## src/rtl/audio_clk_divider.sv

```systemverilog
module audio_clk_divider #(
  parameter int MOD_W  = 8,
  parameter int FINE_W = 4,
  parameter int PRE_W  = 3
) (
  input  logic              clk,
  input  logic              rst_n,
  input  logic              sys_tick,
  input  logic              ext_tick,
  input  logic              src_sel,
  input  logic              pre_div8,
  input  logic [MOD_W-1:0]  mod_val,
  input  logic [FINE_W-1:0] fine_val,
  input  logic              bypass,
  input  logic              mclk_dir_in,
  input  logic              ext_mclk_tick,
  input  logic              mclk_inv,
  input  logic              sck_inv,
  output logic              mclk_out,
  output logic              mclk_oe,
  output logic              sck_out,
  output logic              bclk_ce
);

  logic [PRE_W-1:0]  pre_cnt;
  logic              pre_act;
  logic [MOD_W-1:0]  mod_cnt, mod_act;
  logic [FINE_W-1:0] fine_cnt, fine_act;
  logic              mclk_q, sck_q, ce_q;

  logic src_tick, pre_tc, mod_tc, fine_ev, fine_tc;

  assign src_tick = src_sel ? ext_tick : sys_tick;
  assign pre_tc   = src_tick & (~pre_act | (&pre_cnt));
  assign mod_tc   = pre_tc & (mod_cnt == mod_act);
  assign fine_ev  = mclk_dir_in ? ext_mclk_tick : (bypass ? src_tick : mod_tc);
  assign fine_tc  = fine_ev & (fine_cnt == fine_act);

  always_ff @(posedge clk or negedge rst_n) begin
    if (!rst_n) begin
      pre_cnt  <= '0;
      pre_act  <= 1'b0;
      mod_cnt  <= '0;
      mod_act  <= '0;
      fine_cnt <= '0;
      fine_act <= '0;
      mclk_q   <= 1'b0;
      sck_q    <= 1'b0;
      ce_q     <= 1'b0;
    end else begin
      if (src_tick) pre_cnt <= pre_act ? pre_cnt + 1'b1 : '0;
      if (pre_tc)   mod_cnt <= mod_tc ? '0 : mod_cnt + 1'b1;
      if (mod_tc) begin
        mclk_q  <= ~mclk_q;
        mod_act <= mod_val;
        pre_act <= pre_div8;
      end
      if (fine_ev) fine_cnt <= fine_tc ? '0 : fine_cnt + 1'b1;
      if (fine_tc) begin
        sck_q    <= ~sck_q;
        fine_act <= fine_val;
      end
      ce_q <= fine_tc & ~sck_q;
    end
  end

  assign mclk_oe  = ~mclk_dir_in;
  assign mclk_out = mclk_dir_in ? 1'b0 : ((bypass ? src_tick : mclk_q) ^ mclk_inv);
  assign sck_out  = sck_q ^ sck_inv;
  assign bclk_ce  = ce_q;

endmodule

```

## config.mk

```make
export PLATFORM = sky130hd
export DESIGN_NAME = audio_clk_divider
export DESIGN_NICKNAME = d
export VERILOG_FILES = /design/src/rtl/audio_clk_divider.sv
export SDC_FILE = /design/constraint.sdc
export NUM_CORES = 1
export LEC_CHECK = 0
export BUFFER_PORTS_ARGS = -buffer_cell sky130_fd_sc_hd__buf_4
export CAP_MARGIN = 10
export CELL_PAD_IN_SITES_DETAIL_PLACEMENT = 1
export CELL_PAD_IN_SITES_GLOBAL_PLACEMENT = 1
export CORE_ASPECT_RATIO = 1.2
export CORE_MARGIN = 3
export CORE_UTILIZATION = 40
export CTS_CLUSTER_SIZE = 14
export DETAILED_ROUTE_END_ITERATION = 6
export GPL_ROUTABILITY_DRIVEN = 0
export PLACE_DENSITY_LB_ADDON = 0.1
export SETUP_SLACK_MARGIN = 0.3
export SLEW_MARGIN = 40
export SYNTH_ARGS = -nofsm -noshare
export SYNTH_HDL_FRONTEND = slang
export SYNTH_SLANG_ARGS = --single-unit
```

## constraint.sdc

```tcl
create_clock -name clk -period 1.9 [get_ports clk]
set_input_delay 0.285 -clock clk [delete_from_list [all_inputs] [get_ports clk]]
set_output_delay 0.285 -clock clk [all_outputs]
set_load 0.03 [all_outputs]
```

# [Yosys cells after proc, flatten, opt, wreduce, memory -nomap -nowiden]
# Cells that the tools add are included.
[op_classes] n_addsub=3 n_eq_ne=2 mux=8 bitwise=11 reduce_logical=1
[ops] cell="adder 8 x 1 -> 8 bit, second input constant" count=1
[ops] cell="equality test 8 bit" count=1
[ops] cell="two-way mux 8 bit" count=1
[ops] cell="two-way mux 1 bit" count=5
[ops] cell="adder 4 x 1 -> 4 bit, second input constant" count=1
[ops] cell="bitwise AND 1 bit" count=4
[ops] cell="equality test 4 bit" count=1
[ops] cell="two-way mux 4 bit" count=1
[ops] cell="NOT 1 bit" count=4
[ops] cell="adder 3 x 1 -> 3 bit, second input constant" count=1
[ops] cell="two-way mux 3 bit" count=1
[ops] cell="AND reduction 3 bit" count=1
[ops] cell="bitwise XOR 1 bit" count=2
[ops] cell="OR 1 bit" count=1
[totals] ff_bits=31 in_bits=23

# [Logic depth before layout (Yosys ltp)]
[depth] word_depth=8 depth_mapped=8

# [Worst setup path before layout]
# OpenSTA, ideal clock, no wires.
[synth_path] path_kind="input port to output port" startpoint="in src_sel" endpoint="out mclk_out" arrival_ns=1.560 required_time_ns=1.615 setup_slack_ns=0.055 path_stages=5 cell_sequence="mux2i_1 -> clkbuf_1 -> a21oi_1 -> xnor2_1 -> nor2_1"
[synth_between] elab_chain_len=4
[synth_lines] item="start, declared" line_no="10" source="input logic src_sel,"
[synth_lines] item="two-way mux 1 bit" line_no="33" source="assign src_tick = src_sel ? ext_tick : sys_tick;"
[synth_lines] item="two-way mux 1 bit" line_no="68" source="assign mclk_out = mclk_dir_in ? 1'b0 : ((bypass ? src_tick : mclk_q) ^ mclk_inv);"
[synth_lines] item="bitwise XOR 1 bit" line_no="68"
[synth_lines] item="two-way mux 1 bit" line_no="68"
[synth_lines] item="end, declared" line_no="19" source="output logic mclk_out,"
# Every way passes these cells.

# [Final worst setup path]
[layout_path] startpoint="reg mod_cnt[2]" endpoint="reg fine_act[2]"
[layout_between] elab_chain_len=5
[layout_lines] item="start, declared" line_no="27" source="logic [MOD_W-1:0] mod_cnt, mod_act;"
[layout_lines] item="start signal, assigned" line_no="52" source="if (pre_tc) mod_cnt <= mod_tc ? '0 : mod_cnt + 1'b1;"
[layout_lines] item="equality test 8 bit" line_no="35" source="assign mod_tc = pre_tc & (mod_cnt == mod_act);"
[layout_lines] item="bitwise AND 1 bit" line_no="35"
[layout_lines] item="two-way mux 1 bit (2 in series)" line_no="36" source="assign fine_ev = mclk_dir_in ? ext_mclk_tick : (bypass ? src_tick : mod_tc);"
[layout_lines] item="bitwise AND 1 bit" line_no="37" source="assign fine_tc = fine_ev & (fine_cnt == fine_act);"
[layout_lines] item="end signal, assigned" line_no="61" source="fine_act <= fine_val;"
[layout_lines] item="end, declared" line_no="28" source="logic [FINE_W-1:0] fine_cnt, fine_act;"
# Every way passes these cells.
# A chain may end at the register's enable or synchronous reset.

==> flow_metrics.py <==
metrics = {
    "clock_tree": {
        "cts-root-buf": "clkbuf_8",
        "clock_latency_ns": 0.29,
        "clockBufferDepth": 2,
        "numCtsBuffers": 5,
        "clock-sinks": 31,
        "cts_htree_levels": 2,
        "clk_pin_slew_worst_paths_ns": 0.07,
        "cts_tree": "done",
    },
    "floorplan": {
        "fp.dieH_um": 76.04,
        "row_count": 24,
        "ioPinCount": 27,
        "die_w_um": 64.37,
        "die_area_um2": 4895,
        "initial_core_util": 0.4322,
        "core_area_um2": 3784,
    },
    "critical_path": {
        "crit_path_end_kind": "register",
        "crit_fanout": 5,
        "cp.arrival_ns": 2.20,
        "reg2reg_from": "mod_cnt[2]",
        "reg2regPathDepth": 6,
        "ff2ff_setup_slack_ns": -0.13,
        "cp-endpoint": "fine_act[2]",
        "worstSetupPathType": "register to register",
        "cp-startpoint": "mod_cnt[2]",
        "rr_endpoint": "fine_act[2]",
        "cp.required_ns": 2.08,
        "critPathLaunchType": "register",
    },
    "power": {
        "p_leak_nw": 1.121,
        "power_density_nw_per_um2": 1519,
        "power_mw": 3.600,
        "vdd.ir_drop.worst_mv": 0.7410,
    },
    "finish": {
        "final_common_cell": "buf_4",
        "fin_cells": 255,
        "drive_above_1_share": 0.5025,
        "n_fill_cell": 406,
        "final_cell_mix": "51 x buf_4, 31 x dfrtp_1, 15 x nand2_1, 10 x xor2_1",
        "synthToLayoutAreaGrowth_pct": 44.91,
        "nNetsFinal": 229,
        "fin_area_um2": 2370,
        "antenna_cells": 0,
        "fin_util": 0.6263,
        "multi_input_area_um2": 939.7,
        "final-seq-area_um2": 775.7,
    },
    "drt": {
        "drc": 0,
        "ant_nets": 0,
        "vias": 1299,
        "avgRoutedWirePerCell_um": 19.26,
        "viasPerCell": 5.094,
        "finalWirelength_mm": 4.911,
        "first_pass_iters": 4,
        "drt-initial-drc-count": 27,
    },
    "timing": {
        "finalCriticalPeriod_ns": 2.026,
        "fin_crit_sh": 1.066,
        "max_freq_mhz": 493.7,
        "slew_violations": 0,
        "max_slew_margin": 0.7085,
        "rsz0062_at_grt": "yes",
        "hold_viol": 0,
        "setup-tns-final_ns": -0.7573,
        "finClkSkew_ns": 0.007544,
        "setup_ws_ns": -0.1257,
        "setup_viol_count_final": 11,
        "tightest_slew_ns": 0.4340,
    },
    "synth": {
        "synthesis.area_um2": 1635,
        "netlist_instances": 138,
        "ys_seq_elements": 31,
        "synth_area_per_cell_um2": 11.85,
        "synth.distinct_cells": 36,
        "synth_fp_nets": 165,
        "ys_seq_area_frac": 0.4744,
        "ys_warn_count": 0,
    },
    "placement": {
        "port-buffer-count": 26,
        "placed_cells": 229,
        "placed_area_um2": 2003,
        "hpwlAfterDp_mm": 2.990,
    },
    "run_status": {
        "violations": "negative setup slack",
        "outcome": "finished with violations",
    },
    "global_routing": {
        "grtUsageTotal": 0.1783,
        "grt_max_degree": 32,
        "grt_pass1_wl_mm": 6.534,
        "grt_pass1_vias": 1366,
        "overflow": 0,
        "antenna_found_initial": 0,
    },
    "hold_path": {
        "min_path_type": "input pin to register",
    },
    "flow_run": {
        "max_cap_viol_count": 0,
    },
}
[metal layers]
metal  vias up  wire, µm  track usage
met1       666      1859       0.1843
met5         -         0            0
met2        16      2842       0.3326
li1        606         -            -
met4         0       110      0.07400
met3        11        99      0.04425
[state kept, by name (all words and copies together) (netlist names)]
| name | count |
|---|---|
| pre_act | 1 |
| fine_cnt | 4 |
| sck_q | 1 |
| mod_act | 8 |
| mod_cnt | 8 |
| fine_act | 4 |
| mclk_q | 1 |
| bclk_ce | 1 |
| pre_cnt | 3 |
[cells in the mapped netlist]
library cell  count  share of area
nand2b_1          1         0.0038
and3_1            1         0.0038
xnor2_1           9          0.048
or3_1             1         0.0038
o21ai_0           9          0.028
nand3_1           4          0.012
and2_4            1         0.0054
a31oi_1           2         0.0076
dfrtp_1          31           0.47
mux2_4            6          0.055
a21oi_4           1         0.0099
mux2i_1           2          0.012
mux2_2            7          0.048
nor2_4            1         0.0069
a21boi_1          1         0.0046
xor2_1           12          0.064
nor2b_1           1         0.0038
and3b_1           1         0.0054
nand4_1           2         0.0076
nand2_1          15          0.034
inv_1             3         0.0069
buf_6             1         0.0069
a211o_1           1         0.0054
nor4_4            2          0.026
nor3_1            1         0.0031
clkbuf_1          1         0.0023
and2_2            4          0.018
nor2_1            4         0.0092
nand4_4           1          0.013
nor4b_2           1         0.0092
nand3_2           1         0.0061
nor3b_1           1         0.0046
nand3b_1          1         0.0046
a21oi_2           1         0.0054
ha_1              4          0.031
a21oi_1           3         0.0092
[per-stage QoR]
| stage | setup slack, ns | hold WS (ns) |
|---|---|---|
| 5_1_grt | -0.2129 | 0.2130 |
| 3_5_place_dp | -0.06127 | 0.2465 |
| 3_3_place_gp | -0.004210 | 0.2425 |
| 2_1_floorplan | 0.1112 | -0.01059 |
| 4_1_cts | -0.07117 | 0.2152 |
| 6_report | -0.1257 | 0.2204 |
[critical path, stage by stage (launching register included)]
cell	delay, ns
dfrtp_1	0.43
xor2_1	0.19
nor4_4	0.37
buf_4	0.20
nand4_4	0.12
a21oi_4	0.28
mux2_4	0.33
[cells by family after synthesis]
group,share of synthesized area
DFF,0.4744
muxes,0.1155
and+or+nand+nor,0.1813
AOI/OAI and AO/OA,0.06963
buffers and inverters,0.01606
xor gates and xnor gates,0.1125
adders and majority gates,0.03061
[power by group]
group	total [mW]	internal, mW	switching (mW)	leakage [nW]
Combinational	1.72	0.914	0.806	0.670
Sequential	1.18	0.929	0.254	0.390
Clock	0.696	0.424	0.272	0.0612
[worst min path at each step]
stage	slack, ns	cells after the start	from	to
floorplan	-0.01	0	rst_n	bclk_ce
global placement	0.24	1	rst_n	pre_act
detailed placement	0.25	1	rst_n	pre_cnt[2]
CTS	0.22	2	fine_val[1]	fine_act[1]
global route	0.21	2	mod_val[5]	mod_act[5]
finish	0.22	2	fine_val[1]	fine_act[1]
[layout make-up]
| class | count | share of cell area |
|---|---|---|
| Multi-Input combinational cell | 103 | 0.3965 |
| Tap cell | 52 | 0.02746 |
| Inverter | 3 | 0.004752 |
| Sequential cell | 31 | 0.3273 |
| Clock buffer | 6 | 0.03485 |
| Clock inverter | 2 | 0.01478 |
| Timing Repair Buffer | 58 | 0.1943 |
[repair_timing]
action / in CTS / in global routing
endpoints found under the setup margin: 28 / 29
endpoints found under the hold margin: 31 / 0
resized for setup: 4 / 23
setup buffers: 1 / 15
hold buffers: 1 / 0
cloned: 0 / 1
pin swaps: 1 / 15
No activity file was read; power rests on OpenSTA's default activity.
